### src/rtl/csep_pkg.sv
package csep_pkg;

  // Number of clock cycles in a time span given in nanoseconds.
  function automatic int unsigned ns_to_cycles(longint unsigned clk_hz, longint unsigned span_ns);
    longint unsigned prod;
    prod = (clk_hz / 64'd1000) * span_ns / 64'd1000000;
    return prod[31:0];
  endfunction

  localparam longint unsigned VFILT_NS = 64'd8000;
  localparam longint unsigned HPULSE_NS = 64'd2000;

endpackage

### src/rtl/csep_polarity.sv
module csep_polarity #(
  parameter int unsigned WIN_LOG2 = 18
) (
  input  logic clk_i,
  input  logic rst_i,
  input  logic raw_i,
  output logic norm_o,
  output logic pol_o
);
  localparam int unsigned ACC_W = WIN_LOG2 + 1;
  localparam logic [ACC_W-1:0] HALF = ACC_W'(1) << (WIN_LOG2 - 1);

  logic                raw_q;
  logic [WIN_LOG2-1:0] win_cnt;
  logic [ACC_W-1:0]    hi_acc;
  logic [ACC_W-1:0]    hi_next;

  assign hi_next = hi_acc + ACC_W'(raw_q);

  always_ff @(posedge clk_i) begin
    if (rst_i) begin
      raw_q   <= 1'b0;
      norm_o  <= 1'b0;
      pol_o   <= 1'b0;
      win_cnt <= '0;
      hi_acc  <= '0;
    end else begin
      raw_q   <= raw_i;
      norm_o  <= raw_q ^ pol_o;
      win_cnt <= win_cnt + 1'b1;
      if (&win_cnt) begin
        pol_o  <= (hi_next > HALF);
        hi_acc <= '0;
      end else begin
        hi_acc <= hi_next;
      end
    end
  end

  AST_POL_AT_WINDOW_END: assert property (@(posedge clk_i) disable iff (rst_i)
    (pol_o != $past(pol_o)) |-> $past(&win_cnt)) else $error("polarity moved mid-window");

endmodule

### src/rtl/csep_vsep.sv
module csep_vsep #(
  parameter int unsigned VMIN = 1600
) (
  input  logic clk_i,
  input  logic rst_i,
  input  logic en_i,
  input  logic norm_i,
  output logic vs_o,
  output logic hend_o
);
  localparam int unsigned HI_W = $clog2(VMIN + 1);
  localparam logic [HI_W-1:0] VMAX = HI_W'(VMIN);
  localparam logic [HI_W-1:0] VLAST = HI_W'(VMIN - 1);

  logic            norm_d;
  logic [HI_W-1:0] hi_cnt;
  logic [HI_W-1:0] hold_cnt;

  // end of a pulse that stayed shorter than the vertical threshold
  assign hend_o = en_i && norm_d && !norm_i && (hi_cnt < VMAX);

  always_ff @(posedge clk_i) begin
    if (rst_i) begin
      norm_d   <= 1'b0;
      hi_cnt   <= '0;
      hold_cnt <= '0;
      vs_o     <= 1'b0;
    end else begin
      norm_d <= norm_i;
      if (!norm_i)               hi_cnt <= '0;
      else if (hi_cnt != VMAX)   hi_cnt <= hi_cnt + 1'b1;

      if (!en_i) begin
        vs_o     <= 1'b0;
        hold_cnt <= '0;
      end else if (!vs_o) begin
        hold_cnt <= '0;
        if (norm_i && hi_cnt == VLAST) vs_o <= 1'b1;
      end else if (norm_i) begin
        hold_cnt <= '0;
      end else if (hold_cnt == VLAST) begin
        vs_o     <= 1'b0;
        hold_cnt <= '0;
      end else begin
        hold_cnt <= hold_cnt + 1'b1;
      end
    end
  end

  AST_VS_RISE_ON_HIGH: assert property (@(posedge clk_i) disable iff (rst_i)
    $rose(vs_o) |-> $past(norm_i)) else $error("vsync rose on a low input");
  AST_VS_FALL_ON_LOW: assert property (@(posedge clk_i) disable iff (rst_i)
    ($fell(vs_o) && $past(en_i)) |-> !$past(norm_i)) else $error("vsync fell on a high input");

endmodule

### src/rtl/csep_hins.sv
module csep_hins #(
  parameter int unsigned WCYC  = 400,
  parameter int unsigned PER_W = 16,
  parameter int unsigned CNT_W = 12
) (
  input  logic clk_i,
  input  logic rst_i,
  input  logic en_i,
  input  logic norm_i,
  input  logic vs_i,
  input  logic hend_i,
  output logic hs_o
);
  localparam int unsigned WW = $clog2(WCYC + 1);
  localparam logic [WW-1:0] WLAST = WW'(WCYC - 1);
  localparam logic [PER_W-1:0] PMIN = PER_W'(WCYC);

  logic             norm_d, vs_d;
  logic [PER_W-1:0] gap, period;
  logic [WW-1:0]    wcnt;
  logic [CNT_W-1:0] cnt, nh;
  logic             nh_valid, framed, armed;
  logic             rise, ins, start;

  assign rise  = norm_i && !norm_d;
  assign ins   = armed && (cnt >= nh);
  assign start = ins && (period > PMIN) && (gap == period - PER_W'(1));

  always_ff @(posedge clk_i) begin
    if (rst_i || !en_i) begin
      norm_d   <= rst_i ? 1'b0 : norm_i;
      hs_o     <= rst_i ? 1'b0 : norm_i;
      vs_d     <= 1'b0;
      gap      <= '0;
      period   <= '0;
      wcnt     <= '0;
      cnt      <= '0;
      nh       <= '0;
      nh_valid <= 1'b0;
      framed   <= 1'b0;
      armed    <= 1'b0;
    end else begin
      norm_d <= norm_i;
      vs_d   <= vs_i;

      // interval between passed edges, and synthetic pulse spacing
      if (rise && !ins) begin
        period <= (&gap) ? gap : gap + 1'b1;
        gap    <= '0;
      end else if (start) begin
        gap <= '0;
      end else if (!(&gap)) begin
        gap <= gap + 1'b1;
      end

      if (start)             wcnt <= WLAST;
      else if (wcnt != '0)   wcnt <= wcnt - 1'b1;

      // per-frame line bookkeeping
      if (vs_d && !vs_i) begin
        cnt    <= '0;
        framed <= 1'b1;
        armed  <= nh_valid;
      end else if (!vs_d && vs_i) begin
        if (framed && cnt != '0) begin
          nh       <= cnt;
          nh_valid <= 1'b1;
        end
      end else if (hend_i && !vs_i && !(&cnt)) begin
        cnt <= cnt + 1'b1;
      end

      hs_o <= ins ? (start || wcnt != '0) : norm_i;
    end
  end

  AST_PASS_THROUGH: assert property (@(posedge clk_i) disable iff (rst_i)
    !$past(ins) |-> (hs_o == $past(norm_i))) else $error("pass-through mismatch");
  AST_INS_ENDS_WITH_VS: assert property (@(posedge clk_i) disable iff (rst_i)
    $fell(vs_i) |=> !ins) else $error("insertion outlived vsync");
  AST_NO_PULSE_OVERLAP: assert property (@(posedge clk_i) disable iff (rst_i)
    start |-> (wcnt == '0)) else $error("synthetic pulses overlap");
  AST_NH_LEARNED: assert property (@(posedge clk_i) disable iff (rst_i || !en_i)
    ($rose(vs_i) && framed && cnt != '0) |=> nh_valid) else $error("line total not kept");

endmodule

### src/rtl/csync_separator.sv
module csync_separator #(
  parameter int unsigned CLK_HZ       = 200_000_000,
  parameter int unsigned POL_WIN_LOG2 = 18,
  parameter int unsigned PER_W        = 16,
  parameter int unsigned CNT_W        = 12
) (
  input  logic clk_i,
  input  logic rst_i,
  input  logic en_i,
  input  logic csync_i,
  output logic hsync_o,
  output logic vsync_o,
  output logic pol_neg_o
);
  localparam int unsigned VMIN = csep_pkg::ns_to_cycles(64'(CLK_HZ), csep_pkg::VFILT_NS);
  localparam int unsigned WCYC = csep_pkg::ns_to_cycles(64'(CLK_HZ), csep_pkg::HPULSE_NS);

  logic norm, hend;

  csep_polarity #(.WIN_LOG2(POL_WIN_LOG2)) u_pol (
    .clk_i (clk_i), .rst_i (rst_i), .raw_i (csync_i),
    .norm_o(norm), .pol_o (pol_neg_o)
  );

  csep_vsep #(.VMIN(VMIN)) u_vsep (
    .clk_i (clk_i), .rst_i (rst_i), .en_i (en_i), .norm_i(norm),
    .vs_o  (vsync_o), .hend_o(hend)
  );

  csep_hins #(.WCYC(WCYC), .PER_W(PER_W), .CNT_W(CNT_W)) u_hins (
    .clk_i (clk_i), .rst_i (rst_i), .en_i (en_i), .norm_i(norm),
    .vs_i  (vsync_o), .hend_i(hend), .hs_o (hsync_o)
  );

  AST_DISABLED_NO_VS: assert property (@(posedge clk_i) disable iff (rst_i)
    !en_i |=> !vsync_o) else $error("vsync active while disabled");

endmodule

### config.mk
export PLATFORM = sky130hd
export DESIGN_NAME = csync_separator
export DESIGN_NICKNAME = d
export VERILOG_FILES = /design/src/rtl/csep_pkg.sv /design/src/rtl/csep_polarity.sv /design/src/rtl/csep_vsep.sv /design/src/rtl/csep_hins.sv /design/src/rtl/csync_separator.sv
export SDC_FILE = /design/constraint.sdc
export NUM_CORES = 1
export LEC_CHECK = 0
export ABC_AREA = 0
export BUFFER_PORTS_ARGS = -buffer_cell sky130_fd_sc_hd__buf_2
export CAP_MARGIN = 20
export CORE_MARGIN = 3
export CORE_UTILIZATION = 55
export CTS_CLUSTER_SIZE = 20
export DETAILED_ROUTE_END_ITERATION = 16
export PLACE_DENSITY_LB_ADDON = 0.12
export SYNTH_ARGS = -nofsm -noshare
export SYNTH_HDL_FRONTEND = slang
export SYNTH_SLANG_ARGS = --single-unit
### constraint.sdc
create_clock -name clk_i -period 3.3 [get_ports clk_i]
set_clock_uncertainty 0.1 [all_clocks]
set_input_delay 0.66 -clock clk_i [delete_from_list [all_inputs] [get_ports clk_i]]
set_output_delay 0.66 -clock clk_i [all_outputs]
set_load 0.01 [all_outputs]
==> qor.yml, run 1 <==
start_kind: "register"
synthTopCellsByArea: "dfxtp_1 (40%), nor2_1 (8.2%), xor2_1 (6.6%), xnor2_1 (5.8%), ha_1 (4.4%)"
gr-total-overflow: 0
drt_wl_total_um: 13300
syn_area_um2: 6760
slew_headroom_pct: 42.3
grt_antenna_before_repair: 0
setup_tns_ns: 0
async_reset_ff_share_pct: 0
synth-edff-count: 0
critical_path_class: "register to register"
grt_max_degree: 42
cts_buffer_depth: 2
grtUsageTotal_pct: 21.0
post_drt_wl_per_cell_um: 14.0
power_density_nw_per_um2: 518
vias_per_cell: 5.57
cts.sinks: 134
dieArea_um2: 13600
area_growth_pct: 9.37
drt_iter0_drc: 286
cts_made_buffers: 17
syn_inst: 801
end_kind: "register"
initial_core_util_pct: 57.7
cts_tree: "yes"
final_cells: 949
syn_area_per_cell_um2: 8.43
clockRootBuffer: "clkbuf_16"
dr.pass1.iters: 5
placed_area_um2: 6860
cts_hold_buf: 0
ioPinCount: 7
ant_nets: 0
rsz0062_at_grt: "no"
synth_cell_types: 61
globalplace.congestion: 0.833
required_ns: 3.52
cp_max_fo: 19
drc_errors: 0
ys.flop_type: "dfxtp_1"
nets: 824
antenna_cells: 0
place_ws_ns: 0.342
post-cts-setup-buffers: 0
clk_latency_ns: 0.41
die_h_um: 117
finalPower_mw: 3.83
final_cell_mix: "nor2_1 (147), dfxtp_1 (134), xor2_1 (51), nand2_1 (47), xnor2_1 (45)"
setup_viol: 0
fp-row-count: 39
dp_hpwl_um: 9460
cts-resized-gates: 0
hp-class: "register to register"
layout_commonest_cell: "nor2_1"
die-width_um: 117
ir_drop_uv: 366
design_area_um2: 7390
dp_cells: 920
synth_nets: 829
ys_seq_area_share_pct: 39.7
io_buffers: 6
num_vias: 5284
clk_pin_slew_ns: 0.05
p_leak_nw: 2.72
worstMarginPinSlew_ns: 0.866
yosysTopAreaCell: "dfxtp_1"
arrival_ns: 3.22
min_period_over_period_pct: 91.0
final-hold-violation-count: 0
synth_top_area_share_pct: 39.7
yosys_warnings: 0
drive_gt1_share_pct: 7.82
synth-seq-cells: 134
drv_slew: 0
worst_slack_ns: 0.297
h-tree-depth: 4
grt_pass1_wl_um: 23000
core_area_um2: 11700
max_freq_ghz: 0.333
outcome: "finished, final reports clean"
fin_crit_ns: 3.00
grt_pass1_vias: 5187
cap_violations: 0
[power breakdown]
group | total (mW) | internal (mW) | switching (mW)
Combinational | 0.439 | 0.202 | 0.237
Sequential | 1.71 | 1.67 | 0.0470
Clock | 1.68 | 1.01 | 0.670
Total | 3.83 | 2.87 | 0.954
[final cells by class]
cell class / count / area (um2)
fillers: 980 / 4320
multi-input cells: 597 / 3770
flip-flops and latches: 134 / 2680
clock buffers: 22 / 474
well taps: 143 / 179
inverters: 31 / 116
repair buffers: 15 / 110
clock inverters: 7 / 51.3
[path summary, 6_finish.rpt]
check	startpoint	to	slack (ns)	cells past startpoint
worst min-delay path	u_pol.win_cnt[0]$_SDFF_PP0_	u_pol.win_cnt[0]$_SDFF_PP0_	0.34	1
worst min register to register	u_pol.win_cnt[0]$_SDFF_PP0_	u_pol.win_cnt[0]$_SDFF_PP0_	0.34	1
worst max register to register	u_hins.period[0]$_SDFFE_PP0P_	u_hins.gap[2]$_SDFF_PP0_	0.30	10
worst max-delay path	u_hins.period[0]$_SDFFE_PP0P_	u_hins.gap[2]$_SDFF_PP0_	0.30	10
[cells by family (layout without fill, tap and decap cells)]
family	Yosys count	after routing	share of synthesized area (%)
buf+inv	70	75	4.48
simple gates	374	374	27.8
xor+xnor	96	96	12.4
flops	134	134	39.7
mux	17	17	2.59
fa+ha+maj	24	24	4.45
compound gates	86	86	8.48
[sequential cells by signal, summed over array words and instances (netlist names), 9 cells and up]
| name | count |
|---|---|
| u_hins.cnt | 12 |
| u_hins.gap | 16 |
| u_hins.nh | 12 |
| u_hins.period | 16 |
| u_hins.wcnt | 9 |
| u_pol.hi_acc | 19 |
| u_pol.win_cnt | 18 |
| u_vsep.hi_cnt | 11 |
| u_vsep.hold_cnt | 11 |
[Yosys cell counts (3+ instances only)]
cell type,n
nor2_1,147
dfxtp_1,134
xor2_1,51
nand2_1,47
xnor2_1,45
nand3_1,40
clkbuf_1,32
inv_1,31
a21oi_1,29
ha_1,24
nor3_1,22
and3_1,21
nand4_1,16
a211oi_1,14
mux2i_1,13
o21ai_0,12
nor4_1,11
and4_1,8
nand2b_1,8
nor3b_1,8
nor2b_1,7
nor3_2,7
and2_1,6
mux2_2,4
o31ai_1,4
or2_2,4
or3_1,4
or4_1,4
a21o_1,3
buf_6,3
nor4b_1,3
[worst max-delay path: stages (launching register included)]
cell and delay (ns):
dfxtp_1 0.36, inv_1 0.11, ha_1 0.27, or3b_1 0.42
or4_4 0.43, a311oi_2 0.19, o32ai_1 0.13, and3_1 0.20
a31o_1 0.20, buf_4 0.21, nor4_2 0.28
[per-stage QoR]
stage                     hold slack [ns]  util (%)
after floorplan                     0.313         -
after global routing                0.352      63.1
final                               0.342      63.1
after detailed placement            0.334      58.6
after CTS                           0.334      63.1
after global placement              0.325      58.6
[metal layers]
metal / up-vias / share of wire (%) / GRT usage, % / wire, um
li1: 2741 / - / - / -
met5: - / 0 / 0 / 0
met4: 0 / 1.1 / 8.87 / 146
met2: 57 / 49 / 35.0 / 6510
met1: 2474 / 47 / 25.7 / 6270
met3: 12 / 2.7 / 5.40 / 361
Note: power is estimated with default switching activity, not from simulation.
==> run 2, diff against run 1 <==
CORE_UTILIZATION = 45   (was 55)
==> qor.yml, run 2 (synthesis gave the netlist of run 1 again) <==
dieArea_um2: 16500  # +21%
post_drt_wl_per_cell_um: 13.5  # -3.4%
fin_crit_ns: 3.13  # +0.131 ns
cap_violations: 0  # unchanged
cts_made_buffers: 17  # unchanged
core_area_um2: 14600  # +25%
io_buffers: 6  # unchanged
clk_pin_slew_ns: 0.06  # about the same
initial_core_util_pct: 46.3  # -11 points
nets: 822  # -0.24%
final-seq-area_um2: 2680  # unchanged
grt_antenna_before_repair: 1  # +1
cts_hold_buf: 0  # unchanged
cts-resized-gates: 0  # unchanged
max_freq_ghz: 0.319  # -4.2%
top_register: "u_pol.hi_acc"
grt_pass1_vias: 5049  # -2.7%
grt_max_degree: 42  # unchanged
cts_tree: "yes"
fillerInstances: 1374  # +40%
outcome: "finished, final reports clean"
ioPinCount: 7  # unchanged
required_ns: 3.53  # about the same
placed_area_um2: 6900  # +0.53%
multi_input_area_um2: 3770  # unchanged
cp_max_fo: 19  # unchanged
end_kind: "register"
design_area_um2: 7470  # +1.2%
final-hold-violation-count: 0  # unchanged
antenna_cells: 0  # unchanged
gr-total-overflow: 0  # unchanged
setup_viol: 0  # unchanged
die-width_um: 129  # +10%
layout_commonest_cell: "nor2_1"
die_h_um: 129  # +10%
largest_reg_flops: 19  # unchanged
final_cell_mix: "nor2_1 (147), dfxtp_1 (134), xor2_1 (51), nand2_1 (47), xnor2_1 (45)"
dp_cells: 959  # +4.2%
place_ws_ns: 0.199  # -0.143 ns
power_density_nw_per_um2: 532  # +2.6%
grt_pass1_wl_um: 23300  # +1.5%
clk_latency_ns: 0.41  # about the same
drt_iter0_drc: 243  # -15%
rsz0062_at_grt: "no"
h-tree-depth: 4  # unchanged
fp-row-count: 44  # +13%
dp_hpwl_um: 9510  # +0.51%
min_period_over_period_pct: 95.0  # +4.0 points
worst_slack_ns: 0.166  # -0.131 ns
slew_headroom_pct: 46.0  # +3.7 points
num_vias: 5287  # +0.057%
globalplace.congestion: 0.841  # +0.94%
worstMarginPinSlew_ns: 0.810  # -0.0558 ns
ant_nets: 0  # unchanged
critical_path_class: "register to register"
drt_wl_total_um: 13400  # +0.87%
drc_errors: 0  # unchanged
cts.sinks: 134  # unchanged
ir_drop_uv: 403  # +10%
arrival_ns: 3.36  # +0.14 ns
hp-class: "register to register"
grtUsageTotal_pct: 17.1  # -3.9 points
clockRootBuffer: "clkbuf_16"
setup_tns_ns: 0  # unchanged
start_kind: "register"
dr.pass1.iters: 5  # unchanged
final_cells: 991  # +4.4%
area_growth_pct: 10.7
vias_per_cell: 5.34  # -4.2%
p_leak_nw: 2.73  # +0.41%
cts_buffer_depth: 2  # unchanged
drive_gt1_share_pct: 7.93  # +0.11 points
biggestRegsByFlops: "u_pol.hi_acc: 19 flops, u_pol.win_cnt: 18 flops"
drv_slew: 0  # unchanged
post-cts-setup-buffers: 0  # unchanged
## run 2: critical path: stages (launching register included)
cell	delay [ns]
dfxtp_1	0.37
inv_1	0.10
ha_1	0.27
or3b_1	0.51
or4_4	0.46
a311oi_2	0.21
o32ai_1	0.14
and3_1	0.21
a31o_1	0.20
buf_4	0.21
nor4_2	0.26
## run 2: where the power goes
part | switching (mW) | internal [mW]
clock network | 0.703 | 1.13
registers | 0.0459 | 1.66
logic | 0.229 | 0.201
total | 0.978 | 3.00
## run 2: per-layer routing
layer | share of wire, % | global-route usage, %
met3 | 4.0 | 4.61
met2 | 46 | 27.3
met4 | 1.4 | 5.68
met5 | 0.097 | 0
met1 | 48 | 22.6
## run 2: metrics by stage
stage          hold slack, ns  utilization, %  power, mW
3_3_place_gp            0.324            47.3       2.16
4_1_cts                 0.334            51.2       4.03
3_5_place_dp            0.341            47.3       2.18
6_report                0.348            51.2       3.97
5_1_grt                 0.369            51.2       4.16
2_1_floorplan           0.313               -       2.10
## run 2: path summary, 6_finish.rpt
| path | slack [ns] | end | start | cells after the start |
|---|---|---|---|---|
| setup / recovery | 0.17 | u_hins.gap[2]$_SDFF_PP0_ | u_hins.period[0]$_SDFFE_PP0P_ | 10 |
| hold / removal | 0.35 | u_pol.win_cnt[0]$_SDFF_PP0_ | u_pol.win_cnt[0]$_SDFF_PP0_ | 1 |
| setup reg to reg | 0.17 | u_hins.gap[2]$_SDFF_PP0_ | u_hins.period[0]$_SDFFE_PP0P_ | 10 |
| hold reg to reg | 0.35 | u_pol.win_cnt[0]$_SDFF_PP0_ | u_pol.win_cnt[0]$_SDFF_PP0_ | 1 |
## run 2: final cells by class
cell class                      instances  share of cell area, %
Multi-Input combinational cell        597                   50.5
Sequential cell                       134                   35.9
Clock buffer                           20                   5.98
Tap cell                              184                   3.08
Clock inverter                         12                   1.72
Inverter                               31                   1.56
Timing Repair Buffer                   13                   1.27
==> run 3, diff against run 2 <==
CTS_BUF_LIST = sky130_fd_sc_hd__clkbuf_2   (was unset)
==> qor.yml, run 3 (synthesis gave the netlist of run 1 again) <==
cp_slowest_cell: "or3b_4"
clockRootBuffer: "clkbuf_2"
layout_commonest_cell: "nor2_1"
h-tree-depth: 4  # unchanged
gr-total-overflow: 0  # unchanged
fillerInstances: 1411  # +2.7%
biggestRegsByFlops: "u_pol.hi_acc: 19 flops, u_pol.win_cnt: 18 flops"
slew_headroom_pct: 45.5  # -0.50 points
required_ns: 3.81  # +0.28 ns
nets: 822  # unchanged
cap_violations: 0  # unchanged
cts-resized-gates: 0  # unchanged
slowest_delay_ns: 0.47  # -0.04 ns
cts_made_buffers: 17  # unchanged
drt_iter0_drc: 277  # +14%
dr.pass1.iters: 8  # +3
p_seq_share_pct: 55.2  # +12 points
globalplace.congestion: 0.841  # unchanged
grt_max_degree: 42  # unchanged
grtUsageTotal_pct: 17.0  # -0.065 points
final-seq-area_um2: 2680  # unchanged
placed_area_um2: 6900  # unchanged
switching_share_pct: 28.5  # +3.8 points
clk_pin_slew_ns: 0.19  # +0.13 ns
p_leak_nw: 2.59  # -5.2%
rsz0062_at_grt: "no"
path_cells: "inv_1 > ha_1 > or3b_4 > or4_4 > a311oi_2 > o32ai_1 > and3_1 > a31o_1 > buf_4 > nor4_2"
outcome: "finished, final reports clean"
largest_reg_flops: 19  # unchanged
hp-class: "primary input to register"
design_area_um2: 7130  # -4.6%
fp-row-count: 44  # unchanged
io_buffers: 6  # unchanged
setup_tns_ns: 0  # unchanged
post_drt_wl_per_cell_um: 13.5  # about the same
p_sw_mw: 0.882  # -9.9%
top_register: "u_pol.hi_acc"
drv_slew: 0  # unchanged
clk_latency_ns: 0.69  # +0.28 ns
ir_drop_uv: 466  # +16%
arrival_ns: 3.60  # +0.24 ns
final_cell_mix: "nor2_1 (147), dfxtp_1 (134), xor2_1 (51), nand2_1 (47), xnor2_1 (45)"
clkPwrFrac_pct: 30.8  # -15 points
multi_input_area_um2: 3780  # about the same
cts_buffer_depth: 2  # unchanged
drive_gt1_share_pct: 8.18  # +0.25 points
min_period_over_period_pct: 93.6  # -1.4 points
start_kind: "register"
setup_viol: 0  # unchanged
max_freq_ghz: 0.324  # +1.5%
cts_hold_buf: 0  # unchanged
timing.hold.ws_ns: 0.0881  # -0.260 ns
post-route-util_pct: 48.9  # -2.3 points
grt_pass1_wl_um: 23200  # -0.80%
drt_wl_total_um: 13400  # about the same
vias_per_cell: 5.30  # -0.61%
cts.sinks: 134  # unchanged
drc_errors: 0  # unchanged
area_growth_pct: 5.58
dp_hpwl_um: 9510  # unchanged
num_vias: 5260  # -0.51%
end_kind: "register"
ant_nets: 0  # unchanged
dieArea_um2: 16500  # unchanged
fin_crit_ns: 3.09  # -0.0460 ns
ioPinCount: 7  # unchanged
p_int_mw: 2.22  # -26%
post-cts-setup-buffers: 0  # unchanged
critical_path_class: "register to register"
cts_tree: "yes"
grt_antenna_before_repair: 2  # +1
core_area_um2: 14600  # unchanged
initial_core_util_pct: 46.3  # unchanged
combinationalPowerShare_pct: 13.9  # +3.1 points
die_h_um: 129  # unchanged
worstMarginPinSlew_ns: 0.817  # +0.00748 ns
grt_pass1_vias: 5035  # -0.28%
power_density_nw_per_um2: 434  # -18%
die-width_um: 129  # unchanged
final-hold-violation-count: 0  # unchanged
cp_max_fo: 19  # unchanged
-- run 3: layer usage --
metal,up-vias,wire length (um),GRT usage (%)
met5,-,9,0
met4,2,218,6.18
met3,25,608,4.03
met2,86,6120,27.5
met1,2401,6450,22.3
li1,2746,-,-
-- run 3: final timing paths --
check / startpoint / end / slack (ns) / cells after the start
max: u_hins.period[0]$_SDFFE_PP0P_ / u_hins.gap[2]$_SDFF_PP0_ / 0.21 / 10
min: csync_i / u_pol.raw_q$_SDFF_PP0_ / 0.09 / 2
max reg2reg: u_hins.period[0]$_SDFFE_PP0P_ / u_hins.gap[2]$_SDFF_PP0_ / 0.21 / 10
min reg2reg: u_pol.win_cnt[0]$_SDFF_PP0_ / u_pol.win_cnt[0]$_SDFF_PP0_ / 0.37 / 1
-- run 3: worst max-delay path, delay by kind of cell (launching register included) --
kind	cells	cell delay, ns
adder cells (fa/ha/maj)	1	0.27
buffers and inverters	2	0.32
flip-flops	1	0.41
AND/OR/NAND/NOR	4	1.37
AO/OA/AOI/OAI	3	0.55
-- run 3: power groups by stage --
| stage | Clock (mW) | Sequential, mW | Combinational, mW |
|---|---|---|---|
| after global placement | 0 | 1.74 | 0.417 |
| after CTS | 1.00 | 1.71 | 0.436 |
| after detailed placement | 0 | 1.74 | 0.434 |
| final | 0.955 | 1.71 | 0.431 |
| after global routing | 1.08 | 1.72 | 0.488 |
| after floorplan | 0 | 1.73 | 0.371 |
-- run 3: cell type report --
class,instances,share of cell area [%]
diodes,1,0.0351
flip-flops and latches,134,37.6
repair buffers,13,1.33
multi-input cells,597,53.0
clock inverters,13,1.86
well taps,184,3.23
inverters,31,1.63
clock buffers,19,1.33
-- run 3: per-stage QoR --
step	total power [mW]	instances	setup slack, ns
floorplan	2.10	801	0.473
global placement	2.16	959	0.304
detailed placement	2.18	959	0.199
CTS	3.15	991	0.149
global route	3.29	992	0.0709
finish	3.10	992	0.212
